### src/rtl/sdr_lp_pkg.sv
package sdr_lp_pkg;

    typedef enum logic [1:0] {
        LP_OFF   = 2'd0,
        LP_SELF  = 2'd1,
        LP_PDOWN = 2'd2,
        LP_DEEP  = 2'd3
    } lp_mode_e;

    typedef enum logic [1:0] {
        ST_ON   = 2'd0,
        ST_LOW  = 2'd1,
        ST_WCLK = 2'd2,
        ST_WAIT = 2'd3
    } lp_state_e;

    localparam logic [1:0] CMD_EXIT = 2'd0;
    localparam logic [1:0] IDLE_NEVER = 2'd3;

    typedef struct packed {
        logic       vld;
        logic [1:0] kind;
    } lp_cmd_t;

    typedef struct packed {
        logic cke;
        logic clk_en;
    } pad_ctl_t;

    function automatic int unsigned idle_limit(logic [1:0] code,
                                               int unsigned short_n,
                                               int unsigned long_n);
        case (code)
            2'd1:    return short_n;
            2'd2:    return long_n;
            default: return 0;
        endcase
    endfunction

    function automatic logic entry_allowed(lp_mode_e m, logic lp_mem);
        return (m != LP_OFF) && ((m != LP_DEEP) || lp_mem);
    endfunction

endpackage

### src/rtl/sdr_lp_idle.sv
module sdr_lp_idle
    import sdr_lp_pkg::*;
#(
    parameter int unsigned SHORT_IDLE = 64,
    parameter int unsigned LONG_IDLE  = 128
) (
    input  logic       clk,
    input  logic       rst,
    input  logic       clr,
    input  logic [1:0] idle_sel,
    output logic       hit
);
    localparam int CW = $clog2(LONG_IDLE + 1);

    logic [CW-1:0] cnt;
    logic [CW-1:0] lim;

    assign lim = CW'(idle_limit(idle_sel, SHORT_IDLE, LONG_IDLE));
    assign hit = !clr && (idle_sel != IDLE_NEVER) && (cnt >= lim);

    always_ff @(posedge clk) begin
        if (rst || clr) begin
            cnt <= '0;
        end else if (cnt < lim) begin
            cnt <= cnt + 1'b1;
        end
    end

    // a restart empties the countdown for the following cycle
    a_r4_restart: assert property (@(posedge clk) disable iff (rst)
        clr |=> (cnt == '0));

endmodule

### src/rtl/sdr_lp_wake.sv
module sdr_lp_wake #(
    parameter int EXIT_W = 4
) (
    input  logic              clk,
    input  logic              rst,
    input  logic              start,
    input  logic [EXIT_W-1:0] dly,
    output logic              done
);
    logic [EXIT_W-1:0] cnt;

    assign done = (cnt >= dly);

    always_ff @(posedge clk) begin
        if (rst || start) begin
            cnt <= '0;
        end else if (cnt < dly) begin
            cnt <= cnt + 1'b1;
        end
    end

endmodule

### src/rtl/sdr_lp_ctrl.sv
module sdr_lp_ctrl
    import sdr_lp_pkg::*;
#(
    parameter int unsigned SHORT_IDLE = 64,
    parameter int unsigned LONG_IDLE  = 128,
    parameter int          EXIT_W     = 4
) (
    input  logic              clk,
    input  logic              rst,
    input  logic [1:0]        lp_sel,
    input  logic [1:0]        idle_sel,
    input  logic              lp_mem,
    input  logic [EXIT_W-1:0] exit_dly,
    input  logic              acc_req,
    input  logic              acc_busy,
    output logic              acc_ok,
    output logic              cke,
    output logic              clk_en,
    output logic              cmd_vld,
    output logic [1:0]        cmd_kind
);
    lp_state_e st;
    lp_cmd_t   cmd;
    pad_ctl_t  pad;
    lp_mode_e  mode;
    logic      idle_clr;
    logic      idle_hit;
    logic      wake_done;

    assign mode     = lp_mode_e'(lp_sel);
    assign idle_clr = (st != ST_ON) || acc_req || acc_busy;

    sdr_lp_idle #(
        .SHORT_IDLE(SHORT_IDLE),
        .LONG_IDLE (LONG_IDLE)
    ) u_idle (
        .clk     (clk),
        .rst     (rst),
        .clr     (idle_clr),
        .idle_sel(idle_sel),
        .hit     (idle_hit)
    );

    sdr_lp_wake #(
        .EXIT_W(EXIT_W)
    ) u_wake (
        .clk  (clk),
        .rst  (rst),
        .start(st == ST_WCLK),
        .dly  (exit_dly),
        .done (wake_done)
    );

    always_ff @(posedge clk) begin
        if (rst) begin
            st  <= ST_ON;
            cmd <= '{vld: 1'b0, kind: CMD_EXIT};
            pad <= '{cke: 1'b1, clk_en: 1'b1};
        end else begin
            cmd.vld <= 1'b0;
            case (st)
                ST_ON: begin
                    if (idle_hit && entry_allowed(mode, lp_mem)) begin
                        st         <= ST_LOW;
                        cmd        <= '{vld: 1'b1, kind: lp_sel};
                        pad.cke    <= 1'b0;
                        pad.clk_en <= (mode != LP_SELF);
                    end
                end
                ST_LOW: begin
                    if (acc_req) begin
                        st         <= ST_WCLK;
                        pad.clk_en <= 1'b1;
                    end
                end
                ST_WCLK: begin
                    st      <= ST_WAIT;
                    pad.cke <= 1'b1;
                    cmd     <= '{vld: 1'b1, kind: CMD_EXIT};
                end
                default: begin
                    if (wake_done) begin
                        st <= ST_ON;
                    end
                end
            endcase
        end
    end

    assign acc_ok   = (st == ST_ON);
    assign cke      = pad.cke;
    assign clk_en   = pad.clk_en;
    assign cmd_vld  = cmd.vld;
    assign cmd_kind = cmd.kind;

    // clock runs during the cycle before clock-enable rises
    a_r9_clk_first: assert property (@(posedge clk) disable iff (rst)
        $rose(cke) |-> $past(clk_en));

    // no grant while the device is asleep
    a_r9_no_grant_asleep: assert property (@(posedge clk) disable iff (rst)
        acc_ok |-> cke);

    // clock is only stopped while clock-enable is low
    a_r5_clk_stop_cke_low: assert property (@(posedge clk) disable iff (rst)
        !clk_en |-> !cke);

    // every fall of clock-enable comes with an entry command
    a_r2_fall_has_cmd: assert property (@(posedge clk) disable iff (rst)
        $fell(cke) |-> (cmd_vld && (cmd_kind != CMD_EXIT)));

    // every rise of clock-enable comes with an exit command
    a_r8_rise_has_exit: assert property (@(posedge clk) disable iff (rst)
        $rose(cke) |-> (cmd_vld && (cmd_kind == CMD_EXIT)));

    // deep power-down only for a low-power device
    a_r7_deep_needs_mem: assert property (@(posedge clk) disable iff (rst)
        (cmd_vld && (cmd_kind == 2'd3)) |-> $past(lp_mem));

endmodule

### config.mk
export PLATFORM = sky130hd
export DESIGN_NAME = sdr_lp_ctrl
export DESIGN_NICKNAME = d
export VERILOG_FILES = /design/src/rtl/sdr_lp_pkg.sv /design/src/rtl/sdr_lp_idle.sv /design/src/rtl/sdr_lp_wake.sv /design/src/rtl/sdr_lp_ctrl.sv
export SDC_FILE = /design/constraint.sdc
export NUM_CORES = 1
export LEC_CHECK = 0
export BUFFER_PORTS_ARGS = -buffer_cell sky130_fd_sc_hd__clkbuf_2
export CAP_MARGIN = 20
export CORE_UTILIZATION = 50
export DETAILED_ROUTE_END_ITERATION = 16
export GPL_ROUTABILITY_DRIVEN = 0
export GPL_TIMING_DRIVEN = 0
export PLACE_DENSITY_LB_ADDON = 0.15
export SLEW_MARGIN = 5
export SYNTH_ARGS = -nofsm -noshare
export SYNTH_HDL_FRONTEND = slang
export SYNTH_HIERARCHICAL = 1
export SYNTH_SLANG_ARGS = --single-unit
### constraint.sdc
create_clock -name clk -period 3.7 [get_ports clk]
set_input_delay 0.555 -clock clk [delete_from_list [all_inputs] [get_ports clk]]
set_output_delay 0.555 -clock clk [all_outputs]
set_load 0.02 [all_outputs]
== Word level (Yosys, flattened, before mapping) ==
Index checks and enable logic that the tools add are counted.

* Memory bits (writable): 0
* Output and inout bits: 6
* Bits in latches: 0
* Memories kept: 0
* Word-level logic and storage cells: 52
* Register bits after elaboration: 19
* Memory bits (read-only): 0

* Equality and inequality tests: 9
* Add/subtract/negate cells: 2
* Bitwise logic cells: 0
* Divide/modulo/power cells: 0
* Shift operators: 0
* Mux-type cells: 11
* Reduce and logical (&&, ||, !) cells: 19
* Multiply operators: 0
* Order comparisons: 4

{| class="wikitable"
|+ Operator list
! kind !! number
|-
| $pmux 8 s2 || 1
|-
| $add 8x1->8 const B || 1
|-
| $ge 8x8->1 || 1
|-
| $lt 8x8->1 || 1
|-
| $mux 2 || 4
|-
| $reduce_bool 2->1 || 4
|-
| $ne 2x2->1 const B || 3
|-
| $pmux 2 s3 || 1
|-
| $pmux 3 s2 || 1
|-
| $reduce_and 3->1 || 2
|-
| $logic_or 1x1->1 || 5
|-
| $add 4x1->4 const B || 1
|-
| $eq 2x1->1 const B || 2
|-
| $eq 2x2->1 const B || 2
|-
| $ge 4x4->1 || 1
|-
| $logic_and 1x1->1 || 4
|-
| $lt 4x4->1 || 1
|-
| $ne 2x1->1 const B || 2
|-
| $pmux 1 s2 || 2
|-
| $reduce_bool 4->1 || 1
|-
| $mux 3 || 1
|-
| $logic_not 2->1 || 1
|-
| $reduce_and 2->1 || 1
|-
| $logic_not 1->1 || 1
|-
| $mux 1 || 1
|}

== Depth between registers and ports, before layout ==
* Depth in word-level cells: 9
* Mapped depth: 10
* Gate-level depth less buffers: 9

== Hierarchy ==
Netlist, hierarchy kept.

{| class="wikitable"
|+ Modules (own cells, without submodules)
! module !! area each (µm²) !! instances !! cells an instance
|-
| sdr_lp_idle || 501.7 || 1 || 60
|-
| sdr_lp_ctrl || 420.4 || 1 || 47
|-
| sdr_lp_wake || 314.1 || 1 || 35
|}

== Worst setup path before layout ==
No wires, ideal clock.

* Path kind: input-to-reg
* Start: input idle_sel[0]
* End: register st[0]
* Data required time: 3.626 ns
* Slack: 1.176 ns
* Arrival: 2.449 ns
* Stages on the path: 9
* Setup time: 0.074 ns
* Path through: nand2b_1 ha_1 nand4b_1 or4_1 a221oi_2 o211a_4 a2bb2oi_2 or3_1 a31oi_1

* Cells in the longest elaborated chain, start to end: 7

{| class="wikitable"
|+ Ends and longest elaborated chain
! what !! line !! text
|-
| from (decl) || sdr_lp_ctrl.sv:11 || <nowiki>input logic [1:0] idle_sel,</nowiki>
|-
| $eq 2x2->1 or $eq 2x1->1 (tied branches) || sdr_lp_pkg.sv:33 || <nowiki>case (code)</nowiki>
|-
| $pmux 8 s2 || sdr_lp_pkg.sv:33 ||
|-
| $ge 8x8->1 || sdr_lp_idle.sv:19 || <nowiki>assign hit = !clr && (idle_sel != IDLE_NEVER) && (cnt >= lim);</nowiki>
|-
| $logic_and 1x1->1 (*) || sdr_lp_idle.sv:19 ||
|-
| net idle_hit || sdr_lp_ctrl.sv:27 || <nowiki>logic idle_hit;</nowiki>
|-
| $logic_and 1x1->1 (*) || sdr_lp_ctrl.sv:63 || <nowiki>if (idle_hit && entry_allowed(mode, lp_mem)) begin</nowiki>
|-
| $ne 2x1->1 (no line) (*) || - ||
|-
| $reduce_and 3->1 (no line) (*) || - ||
|-
| to (signal assigned) || sdr_lp_ctrl.sv:64 || <nowiki>st <= ST_LOW;</nowiki>
|-
| to (signal assigned) || sdr_lp_ctrl.sv:72 || <nowiki>st <= ST_WCLK;</nowiki>
|-
| to (signal assigned) || sdr_lp_ctrl.sv:77 || <nowiki>st <= ST_WAIT;</nowiki>
|-
| to (decl) || sdr_lp_ctrl.sv:22 || <nowiki>lp_state_e st;</nowiki>
|}

The timed path passes the listed nets; every way through them passes the cells marked *.
A chain may end at the register's enable or synchronous reset.

== Worst setup path in the final report ==
Ends and elaborated chain as after synthesis.

==> metrics.csv <==
metric,value,unit
number of enable-type register cells in the synthesized netlist,0,
final core occ,61.0,%
top achievable clock speed,391,MHz
result of the run,"complete, no violations",
worst-case vdd ir drop,0.240,mV
Chip Height,51.7,um
Setup crit start kind,input port,
final-stage net count,191,
post-DP HPWL,1.94,mm
CP Capture Type,register,
final hold violations,0,
hold buffer count at CTS,0,
starting density of the core,54.3,%
antenna violations before repair,0,
share of post-route cells with drive strength above 1,20.1,%
library cells used by synthesis,40,
Root Buffer,sky130_fd_sc_hd__clkbuf_4,
setup slack of the worst register-to-register path,1280,ps
clock sink total,19,
count of nets left with antenna violations after detail routing,0,
Crit path required time,3930,ps
transition time at the pin with the least slew margin,392,ps
largest net degree at the start of global routing,11,
horizontal die dimension,51.7,um
maximum net fanout on the critical path,10,
"Clk Latency, worst-skew pair",290,ps
routed via count,1098,
Max H-tree Level,1,
Leak,0.565,nW
# rows,17,
signal arrival time at the worst endpoint,2790,ps
Num CTS Buffers,3,
final antenna diode count,0,
worst min path class,reg2reg,
max cap viols,0,
TritonCTS clock tree,done,
syn_nets,168,
source of the worst register-to-register timing path,u_idle/cnt[6],
power after layout,0.451,mW
PortBufs,18,
number of cells on the worst reg-to-reg path,9,
CP cell instances,"clkbuf_2, nand2b_1, ha_1, nor2b_1, buf_2, nor2_1, a221oi_2, o211a_4, a2bb2oi_2, or3_1, a31oi_1",
Post-CTS Resized,0,
WHS,465,ps
Final Slew Violations,0,
Final Instance Area,1390,um^2
Ys Warns,6,
area growth from synthesis to layout,12.2,%
Total Routed Length,2.52,mm
DR iter-0 viols,4,
full die area,2670,um^2
Top Ports,19,
DRC errors left,0,
"commonest cells after routing, fill and taps aside","sky130_fd_sc_hd__dfxtp_1, sky130_fd_sc_hd__clkbuf_2, sky130_fd_sc_hd__nand2_1, sky130_fd_sc_hd__ha_1, sky130_fd_sc_hd__inv_1",
Tmin final,2560,ps
kind of critical path,in2reg,
Syn Std Cell Area,1240,um^2
post-synth top area share,30.8,%
Clock Pin Slew Worst Setup and Hold Paths,110,ps
Slowest cell on crit path,sky130_fd_sc_hd__a221oi_2,
capturing point of the worst reg2reg path,st[0],
1st-pass router iterations,4,
slowest cell delay on critical path,340,ps
Sum Neg Setup Slack,0,ps
post-synthesis register bit count,19,
grt total ovfl,0,
proportion of synthesized flip-flops having asynchronous set or reset,0,%
vias per cell,5.72,
Bufs on Longest Clock Path,2,
Critical path destination,st[0],
total of endpoints with negative setup slack in the final report,0,
number of post-CTS setup repair buffers,0,
fillcell total,212,
Final Skew,4.20,ps
RSZ-0062 raised after global routing,no,
instance count of the mapped netlist,142,
post-synthesis cell type with the largest combined area,sky130_fd_sc_hd__dfxtp_1,
launching element of the worst setup path,idle_sel[0],
power per cell area,325,nW/um^2
average routed wire per standard cell,13.1,um
"Avg Cell Area, Syn",8.71,um^2
number of global-route vias before repair,996,
share of synthesized area occupied by flip-flops and latches,30.8,%
most frequent standard cell in the layout excluding fill and tap cells,sky130_fd_sc_hd__dfxtp_1,
main flop type after synthesis,sky130_fd_sc_hd__dfxtp_1,
Final Cycle Share,69.1,%
remaining max-slew budget at the tightest pin,73.9,%
ranking of synthesized cells by area,"sky130_fd_sc_hd__dfxtp_1, sky130_fd_sc_hd__ha_1, sky130_fd_sc_hd__mux2i_1, sky130_fd_sc_hd__nand2_1, sky130_fd_sc_hd__a21oi_1",
first-pass GRT wire length,4.21,mm
DP Area,1360,um^2
global routing usage summed across all routing layers,21.0,%
core region area,2280,um^2
-- flip-flops by register name, summed over array words and instances, names as in the netlist --
| register | flops |
|---|---|
| st | 2 |
| cmd_kind | 2 |
| u_wake/cnt | 4 |
| u_idle/cnt | 8 |
| cke | 1 |
| cmd_vld | 1 |
| clk_en | 1 |
-- report_power, final --
| part | internal (mW) | switching, mW | leakage (nW) | total (mW) |
|---|---|---|---|---|
| clock | 0.0419 | 0.0619 | 0.0150 | 0.104 |
| combinational | 0.0543 | 0.0646 | 0.396 | 0.119 |
| sequential | 0.217 | 0.0118 | 0.154 | 0.228 |
| total | 0.313 | 0.138 | 0.565 | 0.451 |
-- critical path: cells and delay by family --
kind,cells,cell delay (ps)
fa+ha+maj,1,290
buf+inv,2,350
simple gates,4,770
compound gates,4,820
-- area by class of cell --
class                      count  area (um^2)  share of cell area, %
tap                           28         35.0                   2.52
sequential                    19          380                   27.4
buffer                         4         20.0                   1.44
clock buffer                   4         26.3                   1.89
inverter                      12         45.0                   3.25
timing repair buffer          18         90.1                   6.49
multi-input combinational    107          791                   57.0
-- cells by family (layout without fill, tap and decap cells) --
logic type | Yosys count | in the layout | share of synthesized area (%)
AOI/OAI and AO/OA | 26 | 26 | 16.9
adders and majority gates | 13 | 13 | 13.2
buffers and inverters | 16 | 38 | 5.26
DFF | 19 | 19 | 30.8
muxes | 9 | 9 | 7.29
and+or+nand+nor | 59 | 59 | 26.6
-- synth_stat cells, drive strengths merged, types with 2 or more instances --
library cell  number
a21oi             12
buf                3
dfxtp             19
ha                13
inv               12
mux2i              9
nand2             17
nand2b             3
nand3              7
nand4              3
nor2               5
nor2b              3
nor4               4
o211ai             2
o21ai              2
o31ai              2
or3                7
or4                3
-- per-layer routing --
| layer | GRT usage [%] | share of wire, % | up-vias |
|---|---|---|---|
| met5 | 0 | 0 | - |
| met4 | 6.76 | 1.3 | 0 |
| met3 | 5.56 | 3.2 | 4 |
| met2 | 37.0 | 51 | 20 |
| met1 | 24.4 | 45 | 512 |
| li1 | - | - | 562 |
-- worst min path at each step --
stage	from	to	slack [ps]	depth (start not counted)
global route	cmd_kind[0]	cmd_kind[0]	490	2
global placement	cmd_kind[0]	cmd_kind[0]	450	2
detailed placement	cmd_kind[1]	cmd_kind[1]	450	2
finish	cmd_kind[0]	cmd_kind[0]	460	2
CTS	cmd_kind[1]	cmd_kind[1]	470	2
floorplan	u_idle/cnt[7]	u_idle/cnt[7]	450	2
-- through the flow --
step / cells / setup WS (ps)
final: 192 / 1140
after global routing: 192 / 981
after CTS: 192 / 1150
after detailed placement: 188 / 857
after global placement: 188 / 896
after floorplan: 142 / 1180
Power figures use the tool's default switching activity.
